--- src/rtl/xcvr_pkg.sv ---
package xcvr_pkg;

   // One direction's control set, all active low.
   typedef struct packed {
      logic ce_n;
      logic le_n;
      logic oe_n;
   } dir_ctl_t;

   function automatic logic ctl_loads(dir_ctl_t c);
      return !c.ce_n && !c.le_n;
   endfunction

   function automatic logic ctl_drives(dir_ctl_t c);
      return !c.ce_n && !c.oe_n;
   endfunction

endpackage

--- src/rtl/xcvr_latch_bank.sv ---
module xcvr_latch_bank
   import xcvr_pkg::*;
#(
   parameter int W          = 8,
   parameter bit FLOW_BYPASS = 1'b1
) (
   input  logic         clk,
   input  logic         rst_n,
   input  logic [W-1:0] din,
   input  dir_ctl_t     ctl,
   output logic [W-1:0] dout,
   output logic [W-1:0] drv
);

   initial begin
      assert (W > 0) else $error("bank width must be positive");
   end

   logic         xparent;
   logic         drive_on;
   logic [W-1:0] held_q;
   logic [W-1:0] cell_val;

   assign xparent  = ctl_loads(ctl);
   assign drive_on = ctl_drives(ctl);

   // Storage cells: load on the clock while the bank is open.
   always_ff @(posedge clk or negedge rst_n) begin
      if (!rst_n)       held_q <= '0;
      else if (xparent) held_q <= din;
   end

   generate
      if (FLOW_BYPASS) begin : g_bypass
         // An open bank passes the live input straight through.
         assign cell_val = xparent ? din : held_q;

         assert_pass_R2: assert property (@(posedge clk) disable iff (!rst_n)
            (xparent && drive_on) |-> (dout == din));
      end else begin : g_regonly
         assign cell_val = held_q;
      end
   endgenerate

   assign drv  = {W{drive_on}};
   assign dout = drive_on ? cell_val : '0;

   // a closed bank does not change its driven value.
   assert_hold_R3: assert property (@(posedge clk) disable iff (!rst_n)
      (!xparent && $past(!xparent) && drive_on && $past(drive_on)) |-> $stable(dout));

   // an undriven port carries zero and no drive bits.
   assert_quiet_R5: assert property (@(posedge clk) disable iff (!rst_n)
      !drive_on |-> (dout == '0 && drv == '0));

endmodule

--- src/rtl/xcvr_section.sv ---
module xcvr_section
   import xcvr_pkg::*;
#(
   parameter int W           = 8,
   parameter bit FLOW_BYPASS = 1'b1
) (
   input  logic         clk,
   input  logic         rst_n,
   input  logic [W-1:0] a_in,
   input  logic [W-1:0] b_in,
   input  dir_ctl_t     ab_ctl,
   input  dir_ctl_t     ba_ctl,
   output logic [W-1:0] a_out,
   output logic [W-1:0] a_oe,
   output logic [W-1:0] b_out,
   output logic [W-1:0] b_oe
);

   // A side feeds the bank that drives B.
   xcvr_latch_bank #(.W(W), .FLOW_BYPASS(FLOW_BYPASS)) u_ab_bank (
      .clk  (clk),
      .rst_n(rst_n),
      .din  (a_in),
      .ctl  (ab_ctl),
      .dout (b_out),
      .drv  (b_oe)
   );

   // B side feeds the bank that drives A.
   xcvr_latch_bank #(.W(W), .FLOW_BYPASS(FLOW_BYPASS)) u_ba_bank (
      .clk  (clk),
      .rst_n(rst_n),
      .din  (b_in),
      .ctl  (ba_ctl),
      .dout (a_out),
      .drv  (a_oe)
   );

   // with both directions open and driven, no port echoes itself.
   assert_cross_R8: assert property (@(posedge clk) disable iff (!rst_n)
      (ctl_loads(ab_ctl) && ctl_drives(ab_ctl) && ctl_loads(ba_ctl) && ctl_drives(ba_ctl)
       && FLOW_BYPASS) |-> (b_out == a_in && a_out == b_in));

endmodule

--- src/rtl/xcvr_dual.sv ---
module xcvr_dual
   import xcvr_pkg::*;
#(
   parameter int SECT_W      = 8,
   parameter int NUM_SECT    = 2,
   parameter bit FLOW_BYPASS = 1'b1
) (
   input  logic                       clk,
   input  logic                       rst_n,
   input  logic [SECT_W*NUM_SECT-1:0] a_in,
   input  logic [SECT_W*NUM_SECT-1:0] b_in,
   input  logic [NUM_SECT-1:0]        ab_ce_n,
   input  logic [NUM_SECT-1:0]        ab_le_n,
   input  logic [NUM_SECT-1:0]        ab_oe_n,
   input  logic [NUM_SECT-1:0]        ba_ce_n,
   input  logic [NUM_SECT-1:0]        ba_le_n,
   input  logic [NUM_SECT-1:0]        ba_oe_n,
   output logic [SECT_W*NUM_SECT-1:0] a_out,
   output logic [SECT_W*NUM_SECT-1:0] a_oe,
   output logic [SECT_W*NUM_SECT-1:0] b_out,
   output logic [SECT_W*NUM_SECT-1:0] b_oe
);

   localparam int BUS_W = SECT_W * NUM_SECT;

   initial begin
      assert (SECT_W > 0)   else $error("section width must be positive");
      assert (NUM_SECT > 0) else $error("need at least one section");
      assert (BUS_W <= 1024) else $error("bus width out of range");
   end

   generate
      for (genvar s = 0; s < NUM_SECT; s++) begin : g_sect
         dir_ctl_t ab_c;
         dir_ctl_t ba_c;

         assign ab_c = '{ce_n: ab_ce_n[s], le_n: ab_le_n[s], oe_n: ab_oe_n[s]};
         assign ba_c = '{ce_n: ba_ce_n[s], le_n: ba_le_n[s], oe_n: ba_oe_n[s]};

         xcvr_section #(.W(SECT_W), .FLOW_BYPASS(FLOW_BYPASS)) u_sect (
            .clk   (clk),
            .rst_n (rst_n),
            .a_in  (a_in[s*SECT_W +: SECT_W]),
            .b_in  (b_in[s*SECT_W +: SECT_W]),
            .ab_ctl(ab_c),
            .ba_ctl(ba_c),
            .a_out (a_out[s*SECT_W +: SECT_W]),
            .a_oe  (a_oe[s*SECT_W +: SECT_W]),
            .b_out (b_out[s*SECT_W +: SECT_W]),
            .b_oe  (b_oe[s*SECT_W +: SECT_W])
         );

         // a section whose own inputs and controls are frozen keeps its outputs.
         assert_indep_R7: assert property (@(posedge clk) disable iff (!rst_n)
            ($stable(a_in[s*SECT_W +: SECT_W]) && $stable(b_in[s*SECT_W +: SECT_W])
             && $stable(ab_c) && $stable(ba_c) && ab_le_n[s] && ba_le_n[s])
            |-> ($stable(b_out[s*SECT_W +: SECT_W]) && $stable(a_out[s*SECT_W +: SECT_W])));
      end
   endgenerate

endmodule

--- config.mk ---
export PLATFORM = sky130hd
export DESIGN_NAME = xcvr_dual
export DESIGN_NICKNAME = d
export VERILOG_FILES = /design/src/rtl/xcvr_pkg.sv /design/src/rtl/xcvr_latch_bank.sv /design/src/rtl/xcvr_section.sv /design/src/rtl/xcvr_dual.sv
export SDC_FILE = /design/constraint.sdc
export NUM_CORES = 1
export LEC_CHECK = 0
export ABC_AREA = 1
export BUFFER_PORTS_ARGS = -buffer_cell sky130_fd_sc_hd__buf_4
export CAP_MARGIN = 20
export CORE_MARGIN = 3
export CORE_UTILIZATION = 46
export CTS_CLUSTER_DIAMETER = 60
export DETAILED_ROUTE_END_ITERATION = 8
export PLACE_DENSITY = 0.84
export SYNTH_ARGS = -nofsm -noshare
export SYNTH_HDL_FRONTEND = slang
export SYNTH_HIERARCHICAL = 1
export SYNTH_SLANG_ARGS = --single-unit
--- constraint.sdc ---
create_clock -name clk -period 1.02 [get_ports clk]
set_input_delay 0.102 -clock clk [delete_from_list [all_inputs] [get_ports clk]]
set_output_delay 0.102 -clock clk [all_outputs]
set_load 0.01 [all_outputs]
Word level (Yosys, flattened, before mapping)

Cells that the tools add are included.
Widths: inputs -> output; s select.

Multiplexer cells: 8
Reductions and logical operators: 20

Operators by type and width:

| operator          | count |
|---|---|
| $mux 8            | 8 |
| $logic_not 1->1   | 12 |
| $logic_and 1x1->1 | 8 |

Register bits: 32
Input port bits: 46
Output and inout bits: 64
Word-level logic and storage cells: 32

Longest topological paths before layout

Gate-level depths: netlist of the first run.

Word-level depth: 4
Depth in mapped cells: 5
Gate-level depth less buffers: 4

By module

Netlist of the first run, hierarchy kept.

By module, submodules not included:

| module          | times used | cells each | area an instance (µm²) | sequential area each (µm²) |
|---|---|---|---|---|
| xcvr_latch_bank | 4          | 77         | 544.3                  | 200.2 |

Worst setup path after synthesis of the first run

OpenSTA, ideal clock, no wires.

Path kind: input to output
Start: in ba_ce_n[0]
End: out a_oe[0]
Arrival time: 0.861 ns
Required time: 0.918 ns
Path slack: 0.057 ns
Cell stages on the path: 5
Buffers on the path: 3
Cells stage by stage: buf_6 or2_0 buf_6 inv_1 buf_4

Word-level cells in the longest chain between the ends: 2

RTL lines:

| item              | line            | source |
|---|---|---|
| start, declared   | xcvr_dual.sv:15 | `input logic [NUM_SECT-1:0] ba_ce_n,` |
| $logic_not 1->1   | xcvr_pkg.sv:15  | `return !c.ce_n && !c.oe_n;` |
| $logic_and 1x1->1 | xcvr_pkg.sv:15  |  |
| end, declared     | xcvr_dual.sv:19 | `output logic [SECT_W*NUM_SECT-1:0] a_oe,` |

No other way between the ends.

Worst setup path in the final report of the first run

Start: reg g_sect[0].u_sect.u_ab_bank.held_q[7]
End: out b_out[7]

Word-level cells in the longest chain between the ends: 2

RTL lines:

| item                   | line                  | source |
|---|---|---|
| start, declared        | xcvr_latch_bank.sv:21 | `logic [W-1:0] held_q;` |
| start signal, assigned | xcvr_latch_bank.sv:30 | `else if (xparent) held_q <= din;` |
| $mux 8                 | xcvr_latch_bank.sv:36 | `assign cell_val = xparent ? din : held_q;` |
| $mux 8                 | xcvr_latch_bank.sv:46 | `assign dout = drive_on ? cell_val : '0;` |
| end, declared          | xcvr_dual.sv:20       | `output logic [SECT_W*NUM_SECT-1:0] b_out,` |

No other way between the ends.

==> results of run 1 <==
## cells by family after synthesis
kind of cell	count (synthesis)	share of synthesized area, %
buffers and inverters	140	32.41
flip-flops	32	36.78
AND/OR/NAND/NOR	104	23.45
AO/OA/AOI/OAI	32	7.356
## worst max-delay path by stage
stage,from,to,slack (ps)
2_1_floorplan,ba_ce_n[0],a_oe[0],60
5_1_grt,g_sect[0].u_sect/u_ab_bank/held_q[3],b_out[3],-230
3_5_place_dp,ab_ce_n[0],b_out[2],-0.4
4_1_cts,g_sect[1].u_sect/u_ab_bank/held_q[4],b_out[12],-150
3_3_place_gp,ab_ce_n[0],b_out[0],7
6_report,g_sect[0].u_sect/u_ab_bank/held_q[7],b_out[7],-160
## worst max-delay path, delay by kind of cell (launching register included)
family / cells / cell delay [ps]
buffers and inverters: 2 / 190
and+or+nand+nor: 2 / 220
DFF: 1 / 320
AOI/OAI and AO/OA: 1 / 80
## power breakdown
| group | switching, mW | total [mW] | internal, mW |
|---|---|---|---|
| sequential | 0.0404 | 1.47 | 1.43 |
| clock | 0.428 | 0.978 | 0.550 |
| combinational | 0.703 | 1.55 | 0.842 |
## layer usage
metal  vias up  GRT usage [%]  part of all wire, %
li1       1083              -                    -
met1       960          23.42                   38
met2        80          40.20                   54
met3         6          5.340                  6.4
met4         0          4.545                 0.94
met5         -              0                    0
## sequential cells by signal, indices dropped and copies added, names as in the netlist
register                        count
g_sect.u_sect/u_ba_bank/held_q     16
g_sect.u_sect/u_ab_bank/held_q     16
## what timing repair did
| action | 4_1_cts | 5_1_grt |
|---|---|---|
| hold buffers | 1 | 0 |
| resized for setup | 79 | 20 |
| endpoints found under the setup margin | 32 | 68 |
| endpoints found under the hold margin | 32 | 0 |
| pin swaps | 25 | 26 |
| buffers inserted | 56 | 4 |
## synthesized netlist by cell type, drive strengths merged
master / instances
o21ai: 32
nand2: 64
inv: 100
buf: 40
or2: 4
nor2: 36
dfrtp: 32
## per-stage QoR
stage               TNS [ps]  std cells  hold WS, ps
global route           -5569        491        140.7
CTS                    -3240        502        115.1
global placement           0        437        60.31
floorplan                  0        308       -193.6
finish                 -3199        491        129.3
detailed placement   -0.3932        437        69.36
## cell type report
cell class / count / share of cell area, %
Timing Repair Buffer: 163 / 40.20
Sequential cell: 32 / 23.85
Multi-Input combinational cell: 136 / 20.16
Inverter: 100 / 11.18
Clock buffer: 8 / 2.683
Tap cell: 52 / 1.937
==> impl_metrics.toml, run 1 <==
[run_status]
status = "finished, violations left"
violations = "negative setup slack"

[pwr]
report.power.total_mw = 3.989
static-leakage-power_nw = 2.069
vdd_drop_max_v = 0.0007551
power.density_nw_per_um2 = 1188

[clock_network]
clockRootBuffer = "clkbuf_8"
h_tree_levels = 2
clk_pin_slew_ps = 60
cts_tree = "built"
cts_made_buffers = 5
max-clock-path-buffers = 2
clk-insertion-delay-late_ps = 270
cts_num_sinks = 32

[setup_path]
crit_arrival_ps = 1080
max_stage_delay_on_crit_path_ps = 320
critical_path.slowest_cell = "dfrtp_1"
worst_setup_path_start_kind = "register"
ff2ff_setup_slack_ps = -90
worstRegToRegCells = 8
critical_path.cell_chain = "inv_1, o21ai_1, nand2_1, nor2_2, buf_4"
cp_max_fo = 2
setup.worst_path.class = "register to output port"
r2r_endpoint = "g_sect[0].u_sect/u_ab_bank/held_q[0]"
critical_path.endpoint_type = "output port"
worst-endpoint-required_ps = 920
r2r_start = "g_sect[0].u_sect/u_ab_bank/held_q[0]"

[drt]
drc_errors = 0
wirelength_um = 5628
dr.first_iter.drc_count = 118
route.detailed.wl_per_inst_um = 11.46
route.vias.total = 2129
detail_route.vias_per_cell = 4.336
antenna_violating_nets_post_route = 0
dr.pass1.iters = 4

[sta]
setup_ws_ps = -157.0
worstMarginPinSlew_ps = 414.5
final_clock_skew_ps = 0
layout_min_cycle_time_ps = 1177
grt_setup_unrepaired = "true"
max_freq_ghz = 0.8496
finalMaxSlewViolations = 0
crit_share_post_route_pct = 115.4
slew-limit-headroom_pct = 72.36
final_hold_viol_count = 0
setup_violating_endpoint_count_in_the_final_report = 34

[grt]
first_pass_grt_wire_length_um = 9163
gr-total-overflow = 0
grtUsageTotal_pct = 21.06
grt_pass1_vias = 2110
antenna_found_initial = 0
grt_max_degree = 33

[layout]
layout.cells.most_common = "buf_4"
antenna-diode-count = 0
regArea_sq_um = 800.8
layout_area_overhead_pct = 54.25
multiInputGateArea_sq_um = 676.9
postLayoutCellArea_sq_um = 3358
design.final.nets = 484
mostFrequentLayoutCells = "129 x buf_4, 83 x inv_1, 63 x nand2_1"
fin_util_pct = 75.06
final.fill_count = 331
drive_gt1_share_pct = 50.80

[yosys]
synth_sequential_area_ratio_pct = 36.78
yosys_warnings = 6
synthCells = 308
library_cells_used_by_synthesis = 9
synth.avg_cell_area_sq_um = 7.068
postSynthNetCount = 354
syn_area_sq_um = 2177
synth_largest_area_cell = "dfrtp_1"
synth_area_leaders = "dfrtp_1 37%, inv_1 17%, buf_4 11%"
netlist.area_leader.share_pct = 36.78
synth_seq_cells = 32

[floorplanning]
floorplan.io_pins = 110
core_sq_um = 4474
die_width_um = 74.80
placementRows = 24
start_util_pct = 48.66
die-height_um = 74.80
die_area_sq_um = 5594

[worst_hold_path]
min_from = "b_in[0]"
min_path_cells = 5
hold_path.class = "primary input to register"
sink_of_the_worst_hold_path = "g_sect[0].u_sect/u_ba_bank/held_q[0]"

[placement]
io_buffer_count = 109
dpl.hpwl_um = 3537
preCtsSetupSlack_ps = -0.3932
detailed_place.area_sq_um = 2790
globalplace.congestion = 0.7803

[flow_run]
max-cap-violations = 0
No activity file was read; power rests on OpenSTA's default activity.
==> inputs of run 2 (changes only) <==
--- a/config.mk
+++ b/config.mk
@@ -8,10 +8,11 @@
 export ABC_AREA = 1
 export BUFFER_PORTS_ARGS = -buffer_cell sky130_fd_sc_hd__buf_4
 export CAP_MARGIN = 20
-export CORE_MARGIN = 3
+export CORE_MARGIN = 10
 export CORE_UTILIZATION = 46
 export CTS_CLUSTER_DIAMETER = 60
 export DETAILED_ROUTE_END_ITERATION = 8
+export MAX_ROUTING_LAYER = met4
 export PLACE_DENSITY = 0.84
 export SYNTH_ARGS = -nofsm -noshare
 export SYNTH_HDL_FRONTEND = slang
==> impl_metrics.toml, run 2 (same netlist as run 1, synthesis figures left out) <==
[clock_network]
cts_num_sinks = 32
cts_made_buffers = 5
clockRootBuffer = "clkbuf_8"
cts_tree = "built"
clk-insertion-delay-late_ps = 270
max-clock-path-buffers = 2
clk_pin_slew_ps = 70
h_tree_levels = 2

[floorplanning]
core_sq_um = 4474
placementRows = 24
die_width_um = 88.80
die-height_um = 88.80
start_util_pct = 48.66
die_area_sq_um = 7885
floorplan.io_pins = 110

[grt]
antenna_found_initial = 0
grt_max_degree = 33
first_pass_grt_wire_length_um = 11280
gr-total-overflow = 0
grtUsageTotal_pct = 18.52
grt_pass1_vias = 2439

[setup_path]
critical_path.endpoint_type = "output port"
worst_setup_path_start_kind = "register"
cp_max_fo = 2
crit_arrival_ps = 1090
setup.worst_path.class = "register to output port"
critical_path.cell_chain = "inv_1, o21ai_1, nand2_1, nor2_2, buf_4"
max_stage_delay_on_crit_path_ps = 320
worst-endpoint-required_ps = 920
ff2ff_setup_slack_ps = 10
critical_path.slowest_cell = "dfrtp_1"

[run_status]
violations = "negative setup slack"
status = "finished, violations left"

[drt]
detail_route.vias_per_cell = 4.469
drc_errors = 0
dr.first_iter.drc_count = 53
dr.pass1.iters = 7
wirelength_um = 6944
route.vias.total = 2212
antenna_violating_nets_post_route = 0
route.detailed.wl_per_inst_um = 14.03

[sta]
crit_share_post_route_pct = 117.1
final_clock_skew_ps = 0
slew-limit-headroom_pct = 71.70
finalMaxSlewViolations = 0
final_hold_viol_count = 0
layout_min_cycle_time_ps = 1194
setup_violating_endpoint_count_in_the_final_report = 32
worstMarginPinSlew_ps = 424.5
max_freq_ghz = 0.8376
setup_ws_ps = -173.9
grt_setup_unrepaired = "true"
final.setup.tns_ps = -3645

[layout]
antenna-diode-count = 0
final.fill_count = 292
mostFrequentLayoutCells = "129 x buf_4, 79 x inv_1, 61 x nand2_1"
layout.cells.most_common = "buf_4"
design.final.nets = 488
layout_top_registers = "g_sect.u_sect/u_ab_bank/held_q x16, g_sect.u_sect/u_ba_bank/held_q x16"
drive_gt1_share_pct = 53.72
layout_area_overhead_pct = 59.37

[pwr]
static-leakage-power_nw = 2.113
vdd_drop_max_v = 0.0008129
report.power.total_mw = 4.424
power.density_nw_per_um2 = 1275

[worst_hold_path]
hold_path.class = "primary input to register"

[placement]
globalplace.congestion = 0.7776
dpl.hpwl_um = 4285
io_buffer_count = 109

[flow_run]
max-cap-violations = 0
-- run 2: changes by cell type in the layout (fill, tap and decap cells not counted), sizes merged --
cell and delta:
clkbuf -1, bufinv +1, buf +4
-- run 2: layout make-up --
class | count | area (sq um) | share of cell area (%)
timing repair buffer | 167 | 1404 | 40.46
sequential | 32 | 800.8 | 23.08
multi-input combinational | 136 | 698.2 | 20.12
inverter | 100 | 375.4 | 10.82
clock buffer | 7 | 96.34 | 2.777
tap | 52 | 65.06 | 1.875
clock inverter | 1 | 30.03 | 0.8655
-- run 2: worst max-delay path, delay by kind of cell, from the launching register on --
kind            cells  cell delay, ps
flops               1             320
buf+inv             2             170
compound gates      1              80
simple gates        2             250
-- run 2: worst paths after layout --
check / start / end / cells past startpoint
worst max-delay path: g_sect[1].u_sect/u_ba_bank/held_q[4] / a_out[12] / 5
worst min-delay path: b_in[0] / g_sect[0].u_sect/u_ba_bank/held_q[0] / 5
worst max register to register: g_sect[1].u_sect/u_ba_bank/held_q[4] / g_sect[1].u_sect/u_ba_bank/held_q[4] / 7
worst min register to register: g_sect[0].u_sect/u_ba_bank/held_q[0] / g_sect[0].u_sect/u_ba_bank/held_q[0] / 4
max in group asynchronous: rst_n / g_sect[1].u_sect/u_ba_bank/held_q[3] / 2
min in group asynchronous: rst_n / g_sect[0].u_sect/u_ab_bank/held_q[1] / 2
-- run 2: report_power, final --
| part | internal, mW | total [mW] | leakage (nW) | switching (mW) |
|---|---|---|---|---|
| combinational | 0.874 | 1.63 | 1.70 | 0.756 |
| sequential | 1.43 | 1.47 | 0.348 | 0.0466 |
| clock | 0.862 | 1.32 | 0.0645 | 0.459 |
| total | 3.16 | 4.42 | 2.11 | 1.26 |
-- run 2: layer usage --
metal | vias up | global-route usage [%] | wire [um] | share of wire, %
met4 | 0 | 4.846 | 86 | 1.2
met5 | - | - | 0 | 0
met1 | 1019 | 18.86 | 2646 | 38
met3 | 10 | 4.871 | 525 | 7.6
met2 | 90 | 34.18 | 3686 | 53
li1 | 1093 | - | - | -
-- run 2: through the flow --
| step | hold WS, ps | std cells | utilization [%] | instance area [sq um] | worst slack (ps) |
|---|---|---|---|---|---|
| after floorplan | -193.6 | 308 | - | 2177 | 56.89 |
| after global placement | 64.09 | 437 | 62.64 | 2803 | 0.2232 |
| after detailed placement | 64.41 | 437 | 62.64 | 2803 | -26.81 |
| after CTS | 119.4 | 508 | 79.84 | 3572 | -130.8 |
| after global routing | 136.4 | 495 | 77.54 | 3470 | -246.1 |
| final | 128.6 | 495 | 77.54 | 3470 | -173.9 |
-- run 2: what timing repair did --
action,in CTS,in global routing
resized for setup,87,29
hold buffers,1,0
pin swaps,29,26
hold endpoints to repair,32,0
buffers inserted,62,10
setup endpoints to repair,32,78
==> inputs of run 3 (changes only) <==
--- a/config.mk
+++ b/config.mk
@@ -6,14 +6,14 @@
 export NUM_CORES = 1
 export LEC_CHECK = 0
 export ABC_AREA = 1
-export BUFFER_PORTS_ARGS = -buffer_cell sky130_fd_sc_hd__buf_4
 export CAP_MARGIN = 20
 export CORE_MARGIN = 10
-export CORE_UTILIZATION = 46
+export CORE_UTILIZATION = 60
 export CTS_CLUSTER_DIAMETER = 60
 export DETAILED_ROUTE_END_ITERATION = 8
+export DONT_BUFFER_PORTS = 1
 export MAX_ROUTING_LAYER = met4
-export PLACE_DENSITY = 0.84
+export PLACE_DENSITY = 0.79
 export SYNTH_ARGS = -nofsm -noshare
 export SYNTH_HDL_FRONTEND = slang
 export SYNTH_HIERARCHICAL = 1
==> impl_metrics.toml, run 3 (same netlist as run 1, synthesis figures left out) <==
[sta]
final_clock_skew_ps = 0
grt_setup_unrepaired = "true"
max_freq_ghz = 0.8936
hold_slack_ps = -35.18
final_hold_viol_count = 22
worstMarginPinSlew_ps = 274.0
setup_violating_endpoint_count_in_the_final_report = 32
crit_share_post_route_pct = 109.7
layout_min_cycle_time_ps = 1119
finalMaxSlewViolations = 0
slew-limit-headroom_pct = 81.73
setup_ws_ps = -99.03

[layout]
design.final.nets = 342
layout_top_registers = "g_sect.u_sect/u_ab_bank/held_q x16, g_sect.u_sect/u_ba_bank/held_q x16"
mostFrequentLayoutCells = "99 x inv_1, 57 x nand2_1, 32 x dfrtp_1"
layout_area_overhead_pct = 3.046
final.fill_count = 291
multiInputGateArea_sq_um = 778.2
regArea_sq_um = 800.8
antenna-diode-count = 0
drive_gt1_share_pct = 26.26
layoutNonFillerInstCount = 343
layout.cells.most_common = "inv_1"

[setup_path]
setup.worst_path.class = "register to output port"
worst-endpoint-required_ps = 920
critical_path.endpoint_type = "output port"
r2r_endpoint = "g_sect[0].u_sect/u_ba_bank/held_q[6]"
worstRegToRegCells = 5
crit_arrival_ps = 1020
cp_max_fo = 2
worst_setup_path_start_kind = "register"
r2r_start = "g_sect[0].u_sect/u_ba_bank/held_q[6]"
ff2ff_setup_slack_ps = 160

[grt]
antenna_found_initial = 0
first_pass_grt_wire_length_um = 6527
grt_pass1_vias = 1567
grtUsageTotal_pct = 12.74
gr-total-overflow = 0
grt_max_degree = 33

[placement]
dp.cells = 328
dpl.hpwl_um = 3130
io_buffer_count = 0
globalplace.congestion = 0.8268

[clock_network]
max-clock-path-buffers = 2
cts_tree = "built"
clockRootBuffer = "clkbuf_4"
clk_pin_slew_ps = 90
cts_hold_repair.buffers = 2
cts_made_buffers = 5
clk-insertion-delay-late_ps = 320
cts_num_sinks = 32
h_tree_levels = 2

[flow_run]
max-cap-violations = 0

[pwr]
clock_power_share_pct = 24.7
power.sequential.fraction_pct = 49.0
pwr-share-comb_pct = 26.4
net_switching_uw = 944.2
vdd_drop_max_v = 0.001013
static-leakage-power_nw = 1.344
p_sw_share_pct = 31.60
report.power.total_mw = 2.988
power.density_nw_per_um2 = 1332
power_report.internal_total_mw = 2.044

[drt]
dr.pass1.iters = 4
route.vias.total = 1557
dr.first_iter.drc_count = 62
wirelength_um = 4185
detail_route.vias_per_cell = 4.539
route.detailed.wl_per_inst_um = 12.20
antenna_violating_nets_post_route = 0
drc_errors = 0

[worst_hold_path]
hold_path.class = "primary input to register"
min_from = "ba_le_n[1]"
sink_of_the_worst_hold_path = "g_sect[1].u_sect/u_ba_bank/held_q[3]"
min_path_cells = 3

[floorplanning]
core_sq_um = 3416
floorplan.io_pins = 110
die_width_um = 80.24
placementRows = 21
die-height_um = 80.24
die_area_sq_um = 6438
start_util_pct = 63.74

[run_status]
violations = "negative hold slack, negative setup slack"
status = "finished, violations left"
[run 3: cell types whose count changed in the layout (fill, tap and decap cells not counted), sizes merged]
cell,delta
buf,-146
bufinv,-1
clkbuf,+1
[run 3: stage by stage]
step	worst slack (ps)	utilization (%)	hold WS (ps)	instance area, sq um	TNS (ps)
4_1_cts	-127.0	61.58	-50.05	2103	-3123
3_5_place_dp	147.7	58.83	-192.5	2009	0
2_1_floorplan	56.89	-	-193.6	2177	0
3_3_place_gp	163.8	58.83	-192.5	2009	0
5_1_grt	-205.6	65.68	-48.97	2243	-4807
6_report	-99.03	65.68	-35.18	2243	-2239
[run 3: area by class of cell]
cell class | instances | area share [%]
sequential | 32 | 35.69
tap | 46 | 2.566
clock buffer | 8 | 2.621
timing repair buffer | 21 | 7.697
inverter | 100 | 16.73
multi-input combinational | 136 | 34.69
[run 3: per-layer routing]
layer	vias to the layer above	routed length (um)	GRT usage (%)
li1	804	-	-
met4	0	80	6.338
met2	60	2086	20.95
met3	8	329	4.566
met5	-	0	-
met1	685	1687	13.23
[run 3: worst max path at each step]
| stage | startpoint | end | cells after the start |
|---|---|---|---|
| after detailed placement | ba_oe_n[0] | a_out[3] | 3 |
| final | g_sect[0].u_sect/u_ba_bank/held_q[2] | a_out[2] | 4 |
| after global routing | g_sect[0].u_sect/u_ba_bank/held_q[2] | a_out[2] | 4 |
| after CTS | g_sect[0].u_sect/u_ba_bank/held_q[2] | a_out[2] | 4 |
| after global placement | ba_oe_n[0] | a_out[0] | 3 |
| after floorplan | ba_ce_n[0] | a_oe[0] | 5 |
[run 3: timing repair]
| action | in CTS | in global routing |
|---|---|---|
| setup buffers | 0 | 5 |
| pin swaps | 1 | 18 |
| endpoints found under the hold margin | 63 | 24 |
| resized for setup | 33 | 27 |
| endpoints found under the setup margin | 32 | 32 |
[run 3: critical path: stages (launching register included)]
cell and delay (ps):
dfrtp_1 340, inv_1 40, o21ai_1 70, nand2_1 100, nor2_2 150
[run 3: power groups by stage]
stage,sequential (mW),combinational [mW],clock (mW)
6_report,1.46,0.788,0.737
5_1_grt,1.48,0.888,0.825
4_1_cts,1.46,0.685,0.764
3_5_place_dp,1.49,0.625,0
3_3_place_gp,1.48,0.611,0
2_1_floorplan,1.48,0.638,0
